[src/rtl/irq_flag_pkg.sv]
package irq_flag_pkg;

    localparam int FLAG_W = 8;
    localparam int PRIM_W = 6;

    typedef enum logic [2:0] {
        FB_FRAME = 3'd0,
        FB_LOST  = 3'd1,
        FB_WCHG  = 3'd2,
        FB_LINK  = 3'd3,
        FB_ASC   = 3'd4,
        FB_IDENT = 3'd5,
        FB_EXT   = 3'd6,
        FB_BUSY  = 3'd7
    } flag_bit_e;

    typedef struct packed {
        logic frame_done;
        logic win_diff;
        logic lost;
        logic link;
        logic asc;
        logic ident;
    } evt_s;

    typedef struct packed {
        logic data_rd;
        logic status_rd;
        logic info_rd;
    } clr_s;

    localparam logic [FLAG_W-1:0] PRIM_MASK_WR = 8'h7F;

    function automatic logic [PRIM_W-1:0] prim_set(evt_s e);
        logic [PRIM_W-1:0] v;
        v = '0;
        v[int'(FB_FRAME)] = e.frame_done;
        v[int'(FB_LOST)]  = e.lost;
        v[int'(FB_WCHG)]  = e.frame_done & e.win_diff;
        v[int'(FB_LINK)]  = e.link;
        v[int'(FB_ASC)]   = e.asc;
        v[int'(FB_IDENT)] = e.ident;
        return v;
    endfunction

    function automatic logic [PRIM_W-1:0] prim_clr(clr_s c);
        logic [PRIM_W-1:0] v;
        v = '0;
        v[int'(FB_FRAME)] = c.data_rd;
        v[int'(FB_WCHG)]  = c.data_rd;
        v[int'(FB_LOST)]  = c.status_rd;
        v[int'(FB_LINK)]  = c.status_rd;
        v[int'(FB_IDENT)] = c.status_rd;
        v[int'(FB_ASC)]   = c.info_rd;
        return v;
    endfunction

endpackage

[src/rtl/irq_sticky_bank.sv]
module irq_sticky_bank #(
    parameter int W = 6
) (
    input  logic         clk,
    input  logic         rst,
    input  logic [W-1:0] set_i,
    input  logic [W-1:0] clr_i,
    output logic [W-1:0] flag_o
);

    logic [W-1:0] flag_q;

    for (genvar i = 0; i < W; i++) begin : g_bit
        always_ff @(posedge clk) begin
            if (rst) begin
                flag_q[i] <= 1'b0;
            end else if (set_i[i]) begin
                flag_q[i] <= 1'b1;
            end else if (clr_i[i]) begin
                flag_q[i] <= 1'b0;
            end
        end
    end

    assign flag_o = flag_q;


    set_wins_chk: assert property (@(posedge clk) disable iff (rst)
        !$past(rst) |-> ((flag_q & $past(set_i)) == $past(set_i)));


    no_spurious_set_chk: assert property (@(posedge clk) disable iff (rst)
        !$past(rst) |-> ((flag_q & ~$past(flag_q) & ~$past(set_i)) == '0));


    clear_takes_chk: assert property (@(posedge clk) disable iff (rst)
        !$past(rst) |-> ((flag_q & $past(clr_i & ~set_i)) == '0));

endmodule

[src/rtl/irq_mask_reg.sv]
module irq_mask_reg #(
    parameter int           W       = 8,
    parameter logic [W-1:0] WR_MASK = '1
) (
    input  logic         clk,
    input  logic         rst,
    input  logic         wr_i,
    input  logic [W-1:0] wdata_i,
    output logic [W-1:0] mask_o
);

    logic [W-1:0] mask_q;

    always_ff @(posedge clk) begin
        if (rst) begin
            mask_q <= '0;
        end else if (wr_i) begin
            mask_q <= wdata_i & WR_MASK;
        end
    end

    assign mask_o = mask_q;


    mask_hold_chk: assert property (@(posedge clk) disable iff (rst)
        (!$past(rst) && !$past(wr_i)) |-> (mask_q == $past(mask_q)));


    mask_reserved_chk: assert property (@(posedge clk) disable iff (rst)
        (mask_q & ~WR_MASK) == '0);

endmodule

[src/rtl/irq_pin_ctrl.sv]
module irq_pin_ctrl (
    input  logic clk,
    input  logic rst,
    input  logic want_i,
    input  logic xfer_done_i,
    output logic irq_n_o
);

    logic irq_n_q;

    always_ff @(posedge clk) begin
        if (rst) begin
            irq_n_q <= 1'b1;
        end else if (xfer_done_i) begin
            irq_n_q <= 1'b1;
        end else begin
            irq_n_q <= ~want_i;
        end
    end

    assign irq_n_o = irq_n_q;


    holdoff_high_chk: assert property (@(posedge clk) disable iff (rst)
        xfer_done_i |=> irq_n_q);


    pending_low_chk: assert property (@(posedge clk) disable iff (rst)
        (!xfer_done_i && want_i) |=> !irq_n_q);


    idle_high_chk: assert property (@(posedge clk) disable iff (rst)
        (!xfer_done_i && !want_i) |=> irq_n_q);

endmodule

[src/rtl/irq_flag_ctrl.sv]
module irq_flag_ctrl
    import irq_flag_pkg::*;
#(
    parameter int EXT_W   = 8,
    parameter int REQ_BIT = 0
) (
    input  logic             clk,
    input  logic             rst,
    input  logic             frame_done_i,
    input  logic             win_diff_i,
    input  logic             lost_evt_i,
    input  logic             link_evt_i,
    input  logic             asc_evt_i,
    input  logic             ident_evt_i,
    input  logic [EXT_W-1:0] ext_evt_i,
    input  logic             busy_i,
    input  logic             payload_rdy_i,
    input  logic             xfer_done_i,
    input  logic             mask_wr_i,
    input  logic [7:0]       mask_wdata_i,
    input  logic             ext_mask_wr_i,
    input  logic [EXT_W-1:0] ext_mask_wdata_i,
    input  logic             clr_data_rd_i,
    input  logic             clr_status_rd_i,
    input  logic             clr_info_rd_i,
    input  logic             clr_req_rd_i,
    input  logic             req_timeout_i,
    input  logic             clr_ext_rd_i,
    output logic [7:0]       flags_o,
    output logic [EXT_W-1:0] ext_flags_o,
    output logic [7:0]       mask_o,
    output logic [EXT_W-1:0] ext_mask_o,
    output logic             irq_n_o
);

    localparam int PIN_SRC_W = PRIM_W + 1;

    evt_s             evt;
    clr_s             clr;
    logic [PRIM_W-1:0] prim_flags;
    logic [EXT_W-1:0]  ext_clr;
    logic [EXT_W-1:0]  ext_flags;
    logic [FLAG_W-1:0] prim_mask;
    logic [EXT_W-1:0]  ext_mask;
    logic              ext_any;
    logic [PIN_SRC_W-1:0] pin_src;
    logic              want;

    always_comb begin
        evt.frame_done = frame_done_i;
        evt.win_diff   = win_diff_i;
        evt.lost       = lost_evt_i;
        evt.link       = link_evt_i;
        evt.asc        = asc_evt_i;
        evt.ident      = ident_evt_i;
        clr.data_rd    = clr_data_rd_i;
        clr.status_rd  = clr_status_rd_i;
        clr.info_rd    = clr_info_rd_i;
    end

    irq_sticky_bank #(.W(PRIM_W)) u_prim_bank (
        .clk    (clk),
        .rst    (rst),
        .set_i  (prim_set(evt)),
        .clr_i  (prim_clr(clr)),
        .flag_o (prim_flags)
    );

    for (genvar i = 0; i < EXT_W; i++) begin : g_ext_clr
        if (i == REQ_BIT) begin : g_req
            assign ext_clr[i] = clr_req_rd_i | req_timeout_i;
        end else begin : g_other
            assign ext_clr[i] = clr_ext_rd_i;
        end
    end

    irq_sticky_bank #(.W(EXT_W)) u_ext_bank (
        .clk    (clk),
        .rst    (rst),
        .set_i  (ext_evt_i),
        .clr_i  (ext_clr),
        .flag_o (ext_flags)
    );

    irq_mask_reg #(.W(FLAG_W), .WR_MASK(PRIM_MASK_WR)) u_prim_mask (
        .clk     (clk),
        .rst     (rst),
        .wr_i    (mask_wr_i),
        .wdata_i (mask_wdata_i),
        .mask_o  (prim_mask)
    );

    irq_mask_reg #(.W(EXT_W), .WR_MASK({EXT_W{1'b1}})) u_ext_mask (
        .clk     (clk),
        .rst     (rst),
        .wr_i    (ext_mask_wr_i),
        .wdata_i (ext_mask_wdata_i),
        .mask_o  (ext_mask)
    );

    assign ext_any = |(ext_flags & ext_mask);
    assign pin_src = {ext_any, prim_flags};
    assign want    = (|(pin_src & prim_mask[PIN_SRC_W-1:0])) | payload_rdy_i;

    irq_pin_ctrl u_pin (
        .clk         (clk),
        .rst         (rst),
        .want_i      (want),
        .xfer_done_i (xfer_done_i),
        .irq_n_o     (irq_n_o)
    );

    assign flags_o     = {busy_i, ext_any, prim_flags};
    assign ext_flags_o = ext_flags;
    assign mask_o      = prim_mask;
    assign ext_mask_o  = ext_mask;


    busy_mirror_chk: assert property (@(posedge clk) disable iff (rst)
        flags_o[int'(FB_BUSY)] == busy_i);


    wchg_needs_frame_chk: assert property (@(posedge clk) disable iff (rst)
        (!$past(rst) && !$past(flags_o[int'(FB_WCHG)]) && flags_o[int'(FB_WCHG)])
        |-> $past(frame_done_i && win_diff_i));


    req_kept_chk: assert property (@(posedge clk) disable iff (rst)
        (ext_flags_o[REQ_BIT] && !clr_req_rd_i && !req_timeout_i) |=> ext_flags_o[REQ_BIT]);

endmodule

[config.mk]
export PLATFORM = sky130hd
export DESIGN_NAME = irq_flag_ctrl
export DESIGN_NICKNAME = d
export VERILOG_FILES = /design/src/rtl/irq_flag_pkg.sv /design/src/rtl/irq_sticky_bank.sv /design/src/rtl/irq_mask_reg.sv /design/src/rtl/irq_pin_ctrl.sv /design/src/rtl/irq_flag_ctrl.sv
export SDC_FILE = /design/constraint.sdc
export NUM_CORES = 1
export LEC_CHECK = 0
export ABC_CLOCK_PERIOD_IN_PS = 1500
export BUFFER_PORTS_ARGS = -buffer_cell sky130_fd_sc_hd__buf_2
export CAP_MARGIN = 20
export CORE_ASPECT_RATIO = 1.5
export CORE_MARGIN = 3
export CORE_UTILIZATION = 39
export DETAILED_ROUTE_END_ITERATION = 10
export PLACE_DENSITY_LB_ADDON = 0.12
export SETUP_SLACK_MARGIN = 0.15
export SLEW_MARGIN = 5
export SYNTH_ARGS = -nofsm -noshare
export SYNTH_HDL_FRONTEND = slang
export SYNTH_SLANG_ARGS = --single-unit
[constraint.sdc]
create_clock -name clk -period 1.5 [get_ports clk]
set_clock_uncertainty 0.15 [all_clocks]
set_input_delay 0.3 -clock clk [delete_from_list [all_inputs] [get_ports clk]]
set_output_delay 0.3 -clock clk [all_outputs]
set_load 0.005 [all_outputs]
; ---- Yosys cells after proc, flatten, opt, wreduce, memory -nomap -nowiden
; Index checks and enable logic that the tools add are counted.
[totals]
ff_bits = 30
latchBits = 0
mem_bits_rw = 0
romBits = 0
inputBits = 43
output_inout_bits = 33
elab_cells = 59
mem_count = 0
[classes]
addsub = 0
mul = 0
div = 0
n_lt_le_gt_ge = 0
eq_ne = 0
n_shift = 0
n_mux = 19
bitwise_logic = 6
reduce_logical = 17
[op_table]
columns = operator, n
row1 = nonzero test 2 bit, 14
row2 = two-way mux 1 bit, 19
row3 = AND 8 bit, 1
row4 = OR reduction 8 bit, 1
row5 = AND 7 bit, 1
row6 = OR reduction 7 bit, 1
row7 = bitwise OR 1 bit, 2
row8 = OR reduction 2 bit, 1
row9 = AND 1 bit, 1
row10 = inverter 1 bit, 1

; ---- Longest topological paths before layout
; Gate-level depths: netlist (run 1).
[depth]
ltp_word = 6
depth_mapped = 3
ltp_nobuf = 3

; ---- Hierarchy
; A second synthesis (run 1) with hierarchy kept.
[unflattened]
cells_unflattened = 123
hier_area_um2 = 1308.8
[by_module_without_submodules]
columns = module, n_inst, cells_each, area_each_um2, seq_area_each_um2
row1 = irq_sticky_bank at u_ext_bank, 1, 33, 381.6, 160.2
row2 = irq_mask_reg at u_ext_mask, 1, 26, 285.3, 160.2
row3 = irq_mask_reg at u_prim_mask, 1, 24, 259.0, 140.1
row4 = irq_sticky_bank at u_prim_bank, 1, 24, 255.2, 120.1
row5 = irq_flag_ctrl, 1, 14, 98.8, 0.0
row6 = irq_pin_ctrl, 1, 2, 28.8, 20.0

; ---- Worst setup path after synthesis (run 1)
; No wires, ideal clock.
[synth_timing]
path_kind = register to output
from = register u_ext_mask.mask_q[0], in the netlist u_ext_mask.mask_o[0]
to = output port flags_o[6]
arrival_ps = 750
t_required_ps = 1050
slack_ps = 300
stages_incl_launch_ff = 4
n_path_buf = 1
cell_sequence = dfxtp_1 > a22oi_1 > nand4_1 > buf_4
[synth_via]
elab_chain_len = 2
[synth_lines]
columns = element, line
row1 = from (decl), irq_mask_reg.sv:12  ; logic [W-1:0] mask_q;
row2 = from (signal assigned), irq_mask_reg.sv:18  ; mask_q <= wdata_i & WR_MASK;
row3 = AND 8 bit, irq_flag_ctrl.sv:101  ; assign ext_any = |(ext_flags & ext_mask);
row4 = OR reduction 8 bit, irq_flag_ctrl.sv:101
row5 = to (decl), irq_flag_ctrl.sv:29  ; output logic [7:0] flags_o,
; Every way passes these cells.

; ---- Final worst setup path (run 1)
; Ends and elaborated chain as after synthesis.

==> results of run 1 <==
-- synth_stat cells --
cell / count / share of area
conb_1: 1 / 0.0035
inv_1: 4 / 0.014
buf_4: 3 / 0.021
or2_2: 1 / 0.0058
a222oi_1: 1 / 0.0093
dfxtp_1: 30 / 0.56
a21oi_1: 14 / 0.065
a22oi_1: 6 / 0.042
a31oi_1: 2 / 0.012
nor2_1: 31 / 0.11
clkbuf_1: 3 / 0.010
buf_2: 2 / 0.0093
nand4_1: 1 / 0.0058
mux2i_1: 15 / 0.14
-- power groups by stage --
stage | registers, uW | logic (uW) | clock network [uW]
after floorplan | 901 | 102 | 0
after global placement | 898 | 213 | 0
after detailed placement | 900 | 218 | 0
after CTS | 885 | 245 | 513
after global routing | 895 | 282 | 539
final | 887 | 254 | 498
-- tightest hold or removal path, cell delays in order --
cell	delay (ps)
buf_2	70
a21oi_1	30
nor2_1	70
-- kinds of logic (layout without fill, tap and decap cells) --
| family | count (synthesis) | count (layout) | share of synthesized area |
|---|---|---|---|
| AO/OA/AOI/OAI | 23 | 23 | 0.127 |
| buffers and inverters | 12 | 91 | 0.0545 |
| flip-flops | 30 | 30 | 0.556 |
| multiplexers | 15 | 15 | 0.139 |
| other | 1 | 1 | 0.00347 |
| AND/OR/NAND/NOR | 33 | 33 | 0.119 |
-- per-stage QoR --
step	total power, uW	util	std cells	worst slack, ps	area (um2)
6_report	1640	0.641	229	-119	1620
5_1_grt	1720	0.641	229	-172	1620
4_1_cts	1640	0.627	227	-118	1590
3_5_place_dp	1120	0.570	214	175	1440
3_3_place_gp	1110	0.570	214	192	1440
2_1_floorplan	1000	-	114	300	1080
-- repair_timing --
action / in CTS / in global routing
setup buffers: 4 / 2
resized for setup: 11 / 6
hold buffers: 1 / 0
hold endpoints to repair: 1 / 0
setup endpoints to repair: 1 / 5
pin swaps: 2 / 4
-- path summary, 6_finish.rpt --
kind,from,endpoint,slack (ps),depth (start not counted)
worst min register to register,u_prim_mask.mask_o[6],u_pin.irq_n_o,330,1
worst min-delay path,ext_evt_i[5],u_ext_bank.flag_o[5],20,3
worst max register to register,u_ext_mask.mask_o[0],u_pin.irq_n_o,210,5
worst max-delay path,u_ext_mask.mask_o[0],flags_o[6],-120,3
-- final cells by class --
| class | count | area, um2 | share of cell area |
|---|---|---|---|
| repair buffers | 79 | 454 | 0.280 |
| well taps | 36 | 45.0 | 0.0278 |
| flip-flops and latches | 30 | 608 | 0.375 |
| clock buffers | 7 | 55.1 | 0.0339 |
| multi-input cells | 72 | 440 | 0.271 |
| clock inverters | 1 | 5.00 | 0.00308 |
| inverters | 4 | 15.0 | 0.00925 |
-- flip-flops by register name, summed over array words and instances (netlist names) --
register	flops
u_pin.irq_n_o	1
u_prim_bank.flag_o	6
u_ext_mask.mask_o	8
u_prim_mask.mask_o	7
u_ext_bank.flag_o	8
-- per-layer routing --
metal,part of all wire,GRT usage,vias to the layer above
met3,0.098,0.0832,7
met4,0.019,0.0759,0
met1,0.36,0.154,479
met5,0,0,-
li1,-,-,538
met2,0.52,0.309,49
==> impl_metrics.yaml, run 1 <==
grt:
  grt_pass1_wl_um: 4420
  antenna_found_initial: 0
  grt_pass1_vias: 1035
  grt_use_total: 0.170
  gr-total-overflow: 0
  grt_start_max_net_pins: 31
timing:
  setup_tns_ps: -119
  fin_crit_sh: 1.08
  fmax_ghz: 0.618
  hold_viol: 0
  setup_violations: 1
  slew_violations: 0
  setup_ws_ps: -119
  period_needed_ps: 1620
  timing.hold.ws_ps: 19.4
  rsz0062_at_grt: "yes"
yosys:
  synth-seq-area-share: 0.556
  avgSynthCellArea_um2: 9.47
  yosysWarnings: 0
  syn_nets: 157
  ys_ff_latch: 30
  synthDistinctLibCells: 14
  syn_inst: 114
  syn-cell-area_um2: 1080
clocking:
  htreeDepth: 2
  clkSlewWorstSetupHoldPaths_ps: 90
  clock_latency_ps: 340
  cts_tree: "yes"
  clkSinkCount: 30
  cts-buffers-inserted: 5
  cts_root_buf: "clkbuf_4"
  clock_path_buffers: 2
floorplan:
  core-area_um2: 2530
  die-area_um2: 3450
  io_pins: 76
  initial_core_util: 0.426
  die_h_um: 70.4
  die_width_um: 49.0
  rows: 22
outcome:
  violations: "negative setup slack"
  status: "complete, but fails checks"
final_layout:
  layout.nets: 235
  drive_gt1_frac: 0.497
  num_antenna_cells: 0
  area_growth_pct: 50.3
  n_fill_cell: 239
  final_cell_mix: "67 x buf_2, 31 x nor2_1, 24 x dfxtp_1, 15 x mux2i_1, 14 x a21oi_1"
  final_common_cell: "buf_2"
critical_path:
  crit_arrival_ps: 1170
  max_stage_delay_ps: 340
  crit_required_ps: 1050
  cp_slowest_cell: "dfxtp_2"
  cp_max_fo: 3
  path_buf_inv: 1
  worstPathCellList: "a22oi_2 -> nand4_1 -> buf_2"
  critPathKind: "reg -> out"
  startpoint_type: "flop"
  cp_top_family: "flip-flops"
  critPathCaptureType: "output pin"
power:
  p_comb_frac: 0.155
  p_per_area_nw_per_um2: 1010
  clock_power_share: 0.304
  p_leak_uw: 0.000853
  switching_share: 0.254
  p_int_uw: 1220
  switchingPower_uw: 416
  vdd_drop_max_v: 0.000715
  power_frac_seq: 0.541
drt:
  final_antenna_net_count: 0
  viasPerCell: 4.69
  routedWlPerCell_um: 12.2
  vias: 1073
  drc: 0
  first_pass_iters: 4
  drtIter0Drc: 16
  finalWirelength_um: 2790
placement:
  place_congestion: 0.700
  numPortBuffers: 71
  post-dp-hpwl_um: 2090
min_path:
  hold_path.class: "in -> reg"
flow_run:
  maxCapViolCount: 0
No activity file was read; power rests on OpenSTA's default activity.
==> run 2, diff against run 1 <==
- CORE_MARGIN: 3 -> unset
==> run 2 against run 1 <==
Maximum frequency is 4.1% higher. Final cell count is 1.7% lower. Setup slack better by 64 ps. Sequential cell count stayed put. Cell area is 3.5% lower. Largest power group unchanged. Combinational power is 12% lower. Non-clock buffer count is 4 lower. The flow still finishes with violations (negative setup slack). Routed wire length is 5.9% lower. Utilization is 5.0 points lower. First-iteration DRC count is 31% higher. Register-to-register slack better by 170 ps. Via count stayed put.
==> impl_metrics.yaml, run 2 (same netlist as run 1, synthesis figures left out) <==
critical_path:
  critPathCaptureType: "output pin"
  crit_required_ps: 1050
  startpoint_type: "flop"
  critPathKind: "reg -> out"
  crit_start: "u_ext_bank.flag_o[0]"
  crit_arrival_ps: 1110
  timing.rr.start: "u_prim_mask.mask_o[0]"
  cp_max_fo: 2
final_layout:
  final_common_cell: "buf_2"
  layout.nets: 231
  drive_gt1_frac: 0.473
  postLayoutCoreUtil: 0.591
  area_growth_pct: 45.0
  num_antenna_cells: 0
  final_cell_mix: "71 x buf_2, 31 x nor2_1, 25 x dfxtp_1, 15 x mux2i_1, 14 x a21oi_1"
drt:
  drc: 0
  vias: 1073
  routedWlPerCell_um: 11.7
  first_pass_iters: 4
  drtIter0Drc: 21
  viasPerCell: 4.77
  final_antenna_net_count: 0
  finalWirelength_um: 2630
clocking:
  clkSinkCount: 30
  clock_latency_ps: 270
  cts_root_buf: "clkbuf_8"
  clock_path_buffers: 2
  hold_buffers: 0
  cts-buffers-inserted: 5
  htreeDepth: 2
  cts_tree: "yes"
  clkSlewWorstSetupHoldPaths_ps: 60
grt:
  grt_use_total: 0.184
  grt_use_met1: 0.180
  grt_start_max_net_pins: 31
  grtUsageMet3: 0.0683
  antenna_found_initial: 0
  gr-max-usage-layer: "met2"
  gr-usage-met2: 0.319
  gr-total-overflow: 0
  grt_pass1_wl_um: 3840
  grt_pass1_vias: 867
power:
  p_comb_frac: 0.133
  clock_power_share: 0.340
  vdd_drop_max_v: 0.000739
  p_per_area_nw_per_um2: 1080
  power_frac_seq: 0.527
  switching_share: 0.233
  p_leak_uw: 0.000827
  p_int_uw: 1290
  switchingPower_uw: 393
flow_run:
  maxCapViolCount: 0
placement:
  numPortBuffers: 71
  place_congestion: 0.694
  post-dp-hpwl_um: 2010
min_path:
  hold_path.class: "in -> reg"
  min_from: "ext_evt_i[6]"
floorplan:
  core-area_um2: 2650
  die_width_um: 45.0
  io_pins: 76
  rows: 23
  initial_core_util: 0.408
  die_h_um: 66.4
  die-area_um2: 2990
timing:
  period_needed_ps: 1560
  fin_crit_sh: 1.04
  setup_violations: 1
  timing.hold.ws_ps: 84.1
  hold_viol: 0
  slew_violations: 0
  fmax_ghz: 0.643
  setup_ws_ps: -55.1
  rsz0062_at_grt: "yes"
outcome:
  violations: "negative setup slack"
  status: "complete, but fails checks"
run 2: cell count changes in the layout (fill, tap and decap cells not counted):
cell / before / now
clkbuf_1: 1 / 2
clkbuf_4: 5 / 0
a22oi_2: 4 / 3
buf_6: 7 / 0
buf_2: 67 / 71
clkinv_2: 1 / 0
clkbuf_8: 1 / 5
dfxtp_2: 6 / 5
a22oi_1: 2 / 3
dlygate4sd3_1: 1 / 0
dfxtp_1: 24 / 25
run 2: power groups by stage:
| stage | combinational, uW | clock, uW | sequential (uW) |
|---|---|---|---|
| global placement | 211 | 0 | 898 |
| detailed placement | 217 | 0 | 901 |
| finish | 224 | 573 | 888 |
| CTS | 228 | 596 | 888 |
| global route | 249 | 635 | 894 |
| floorplan | 102 | 0 | 901 |
run 2: metal layers:
layer,routed length (um),vias to the layer above,part of all wire
met5,0,-,0
met4,61,0,0.023
met3,192,7,0.073
met2,1430,50,0.54
met1,941,489,0.36
li1,-,527,-
run 2: area by class of cell:
cell class | instances | area (um2)
flip-flops and latches | 30 | 607
inverters | 4 | 15.0
fillers | 277 | 1080
well taps | 37 | 46.3
multi-input cells | 72 | 435
clock buffers | 7 | 76.3
repair buffers | 75 | 385
run 2: path summary, 6_finish.rpt:
kind                                             end  slack [ps]  cells after the start
worst min register to register         u_pin.irq_n_o         310                      1
worst max-delay path                      flags_o[6]         -60                      3
worst min-delay path            u_ext_bank.flag_o[6]          80                      3
worst max register to register         u_pin.irq_n_o         380                      3
run 2: through the flow:
stage | setup TNS, ps | setup slack [ps] | total power (uW) | cells | cell area [um2]
final | -55.1 | -55.1 | 1680 | 225 | 1570
after global routing | -126 | -126 | 1780 | 225 | 1570
after CTS | -49.3 | -49.3 | 1710 | 225 | 1570
after detailed placement | 0 | 190 | 1120 | 215 | 1450
after global placement | 0 | 196 | 1110 | 215 | 1450
after floorplan | 0 | 300 | 1000 | 114 | 1080
run 2: what timing repair did:
action | 4_1_cts | 5_1_grt
gates resized for setup | 8 | 0
pin swaps | 4 | 1
setup endpoints to repair | 1 | 1
setup buffers | 3 | 0
run 2: critical path: stages, from the launching register on:
cell     delay, ps
dfxtp_2        320
a22oi_2        190
nand4_1        160
buf_2          160
==> run 3, diff against run 2 <==
- CORE_UTILIZATION: 39 -> 43
- SYNTH_HIERARCHICAL: unset -> 1
==> run 3 against run 2 <==
The run still ends with negative setup slack left. Sequential share of layout area is 5.6 points lower. Total power is 9.6% higher. Critical path depth stayed put. Clock power is 13% higher. Synthesized cell count is 7.9% higher. Global-route usage is 0.82 points higher. Hold slack worse by 16 ps. Via count is 6.2% higher. Area after synthesis is 21% higher. Non-clock buffer count is 8 higher. Register-to-register slack worse by 330 ps. Largest cell class unchanged.
==> impl_metrics.yaml, run 3 <==
flow_run:
  maxCapViolCount: 0
power:
  vdd_drop_max_v: 0.000832
  p_comb_frac: 0.164
  power_frac_seq: 0.484
  p_per_area_nw_per_um2: 985
  clock_power_share: 0.352
  p_total_uw: 1850
  switchingPower_uw: 446
  p_int_uw: 1400
  p_leak_uw: 0.00102
  switching_share: 0.242
critical_path:
  reg2reg_to: "u_pin/irq_n_o"
  r2r_cells: 6
  cp_slowest_cell: "dfxtp_2"
  crit_start: "u_ext_bank/flag_o[1]"
  cp_top_family: "flip-flops"
  path_buf_inv: 1
  reg2reg_slack_ps: 50
  max_stage_delay_ps: 330
  critPathCaptureType: "output pin"
  timing.rr.start: "u_ext_bank/flag_o[1]"
  worstPathCellList: "a22oi_2 -> nand4_1 -> buf_2"
  crit_arrival_ps: 1130
  endpoint: "flags_o[6]"
  critPathKind: "reg -> out"
  path_depth: 3
  cp_max_fo: 2
  startpoint_type: "flop"
  crit_required_ps: 1050
timing:
  setup_ws_ps: -78.4
  slew_violations: 0
  setup_violations: 1
  period_needed_ps: 1580
  rsz0062_at_grt: "yes"
  fmax_ghz: 0.634
  hold_viol: 0
  fin_crit_sh: 1.05
  setup_tns_ps: -78.4
floorplan:
  die_width_um: 47.0
  rows: 24
  die-area_um2: 3270
  die_h_um: 69.6
  initial_core_util: 0.449
  io_pins: 76
  core-area_um2: 2910
clocking:
  clock_latency_ps: 280
  clkSlewWorstSetupHoldPaths_ps: 60
  cts_root_buf: "clkbuf_8"
  clkSinkCount: 30
  cts_tree: "yes"
  clock_path_buffers: 2
  cts-buffers-inserted: 5
  htreeDepth: 2
yosys:
  yosys.area_share.simple: 0.215
  yosys.area_share.adder: 0
  synthArstFlopShare: 0
  synthTopCellsByArea: "dfxtp_1 46%, nand2b_4 15%, mux2i_1 11%"
  ys_ff_latch: 30
  syn-cell-area_um2: 1310
  synth_commonest_cells: "30 x dfxtp_1, 15 x mux2i_1, 15 x nor2_1, 14 x inv_1, 14 x nand2b_4"
  muxShareOfSynthArea: 0.115
  avgSynthCellArea_um2: 10.6
  synthDistinctLibCells: 19
  synth_xor_area_frac: 0
  synth_flop_cell: "dfxtp_1"
  synth_edf_count: 0
  syn_nets: 166
  synth_compound_area_frac: 0.122
  synthMostInstantiatedCell: "dfxtp_1"
  synth_top_family_by_area: "simple AND/OR/NAND/NOR gates"
  synth-seq-area-share: 0.459
  synthDominantCellAreaShare: 0.459
  syn_inst: 123
  yosysTopAreaCell: "dfxtp_1"
  yosysWarnings: 6
final_layout:
  instances_no_fill: 246
  layout.nets: 249
  final_cell_mix: "71 x buf_2, 15 x dfxtp_1, 15 x mux2i_1, 15 x nor2_1"
  area_growth_pct: 43.2
  num_antenna_cells: 0
  final_common_cell: "buf_2"
  n_fill_cell: 256
  drive_gt1_frac: 0.633
  fin_area_um2: 1870
outcome:
  status: "complete, but fails checks"
  violations: "negative setup slack"
grt:
  gr-total-overflow: 0
  gr-max-usage-layer: "met2"
  grt_start_max_net_pins: 18
  grt_pass1_vias: 1138
  grt_pass1_wl_um: 4510
  grtUsageMet3: 0.0703
  grt_use_total: 0.192
  gr-usage-met2: 0.355
  antenna_found_initial: 0
  grt_use_met1: 0.171
drt:
  first_pass_iters: 4
  drtIter0Drc: 14
  finalWirelength_um: 2860
  vias: 1140
  viasPerCell: 4.63
  routedWlPerCell_um: 11.6
  final_antenna_net_count: 0
  drc: 0
placement:
  dp_worst_setup_slack_ps: 139
  post-dp-hpwl_um: 2240
  dpl_cell_area_um2: 1690
  place_congestion: 0.694
  dpl.cell_count: 231
  numPortBuffers: 71
min_path:
  hold_depth: 2
  hold_path.class: "in -> reg"
-- run 3: changes by cell type after synthesis, sizes merged --
cell and delta:
nor2 -16, nand2b +14, inv +10, clkbuf -3, a31oi -2, buf +2
a21o +1, a21oi +1, a22oi -1, and2 +1, nand3 +1, or3b +1
-- run 3: worst register-to-register path, cell delays in order (launching register included) --
cell and delay [ps]:
dfxtp_2 340, a22oi_2 80, nand4_1 130, buf_4 130, buf_6 80, a21o_1 80, or3b_1 330
-- run 3: timing repair --
action | CTS | global route
resized for setup | 15 | 5
endpoints found under the setup margin | 2 | 3
setup buffers | 5 | 2
hold buffers | 0 | 0
pin swaps | 3 | 3
-- run 3: area by class of cell --
type | count | area, um2 | share of cell area
clock buffers | 7 | 86.3 | 0.0461
clock inverters | 1 | 5.00 | 0.00267
inverters | 14 | 52.6 | 0.0280
multi-input cells | 72 | 611 | 0.326
flip-flops and latches | 30 | 622 | 0.332
well taps | 39 | 48.8 | 0.0260
repair buffers | 83 | 449 | 0.240
-- run 3: per-stage QoR --
| step | util | hold WS [ps] |
|---|---|---|
| global placement | 0.580 | 335 |
| finish | 0.643 | 67.9 |
| global route | 0.643 | 62.4 |
| CTS | 0.634 | 57.1 |
| floorplan | - | 219 |
| detailed placement | 0.580 | 345 |
-- run 3: power groups by stage --
stage	combinational [uW]	clock (uW)	sequential, uW
6_report	302	650	893
5_1_grt	332	714	899
4_1_cts	293	681	892
3_5_place_dp	272	0	908
3_3_place_gp	262	0	905
2_1_floorplan	139	0	914
-- run 3: kinds of logic (layout without fill, tap and decap cells) --
kind of cell           after synthesis  in the layout
other                                1              1
flip-flops                          30             30
buffers and inverters               21            105
AO/OA/AOI/OAI                       22             22
multiplexers                        15             15
AND/OR/NAND/NOR                     34             34
-- run 3: worst min-delay path by stage --
| stage | startpoint | end | slack [ps] |
|---|---|---|---|
| finish | xfer_done_i | u_pin/irq_n_o | 70 |
| floorplan | rst | u_prim_bank/flag_o[0] | 220 |
| detailed placement | xfer_done_i | u_pin/irq_n_o | 340 |
| global route | xfer_done_i | u_pin/irq_n_o | 60 |
| global placement | u_ext_bank/flag_o[2] | u_ext_bank/flag_o[2] | 330 |
| CTS | xfer_done_i | u_pin/irq_n_o | 60 |
-- run 3: layer usage --
| layer | vias up | wire length [um] |
|---|---|---|
| li1 | 568 | - |
| met1 | 513 | 1040 |
| met2 | 52 | 1570 |
| met3 | 7 | 192 |
| met4 | 0 | 54 |
| met5 | - | 0 |
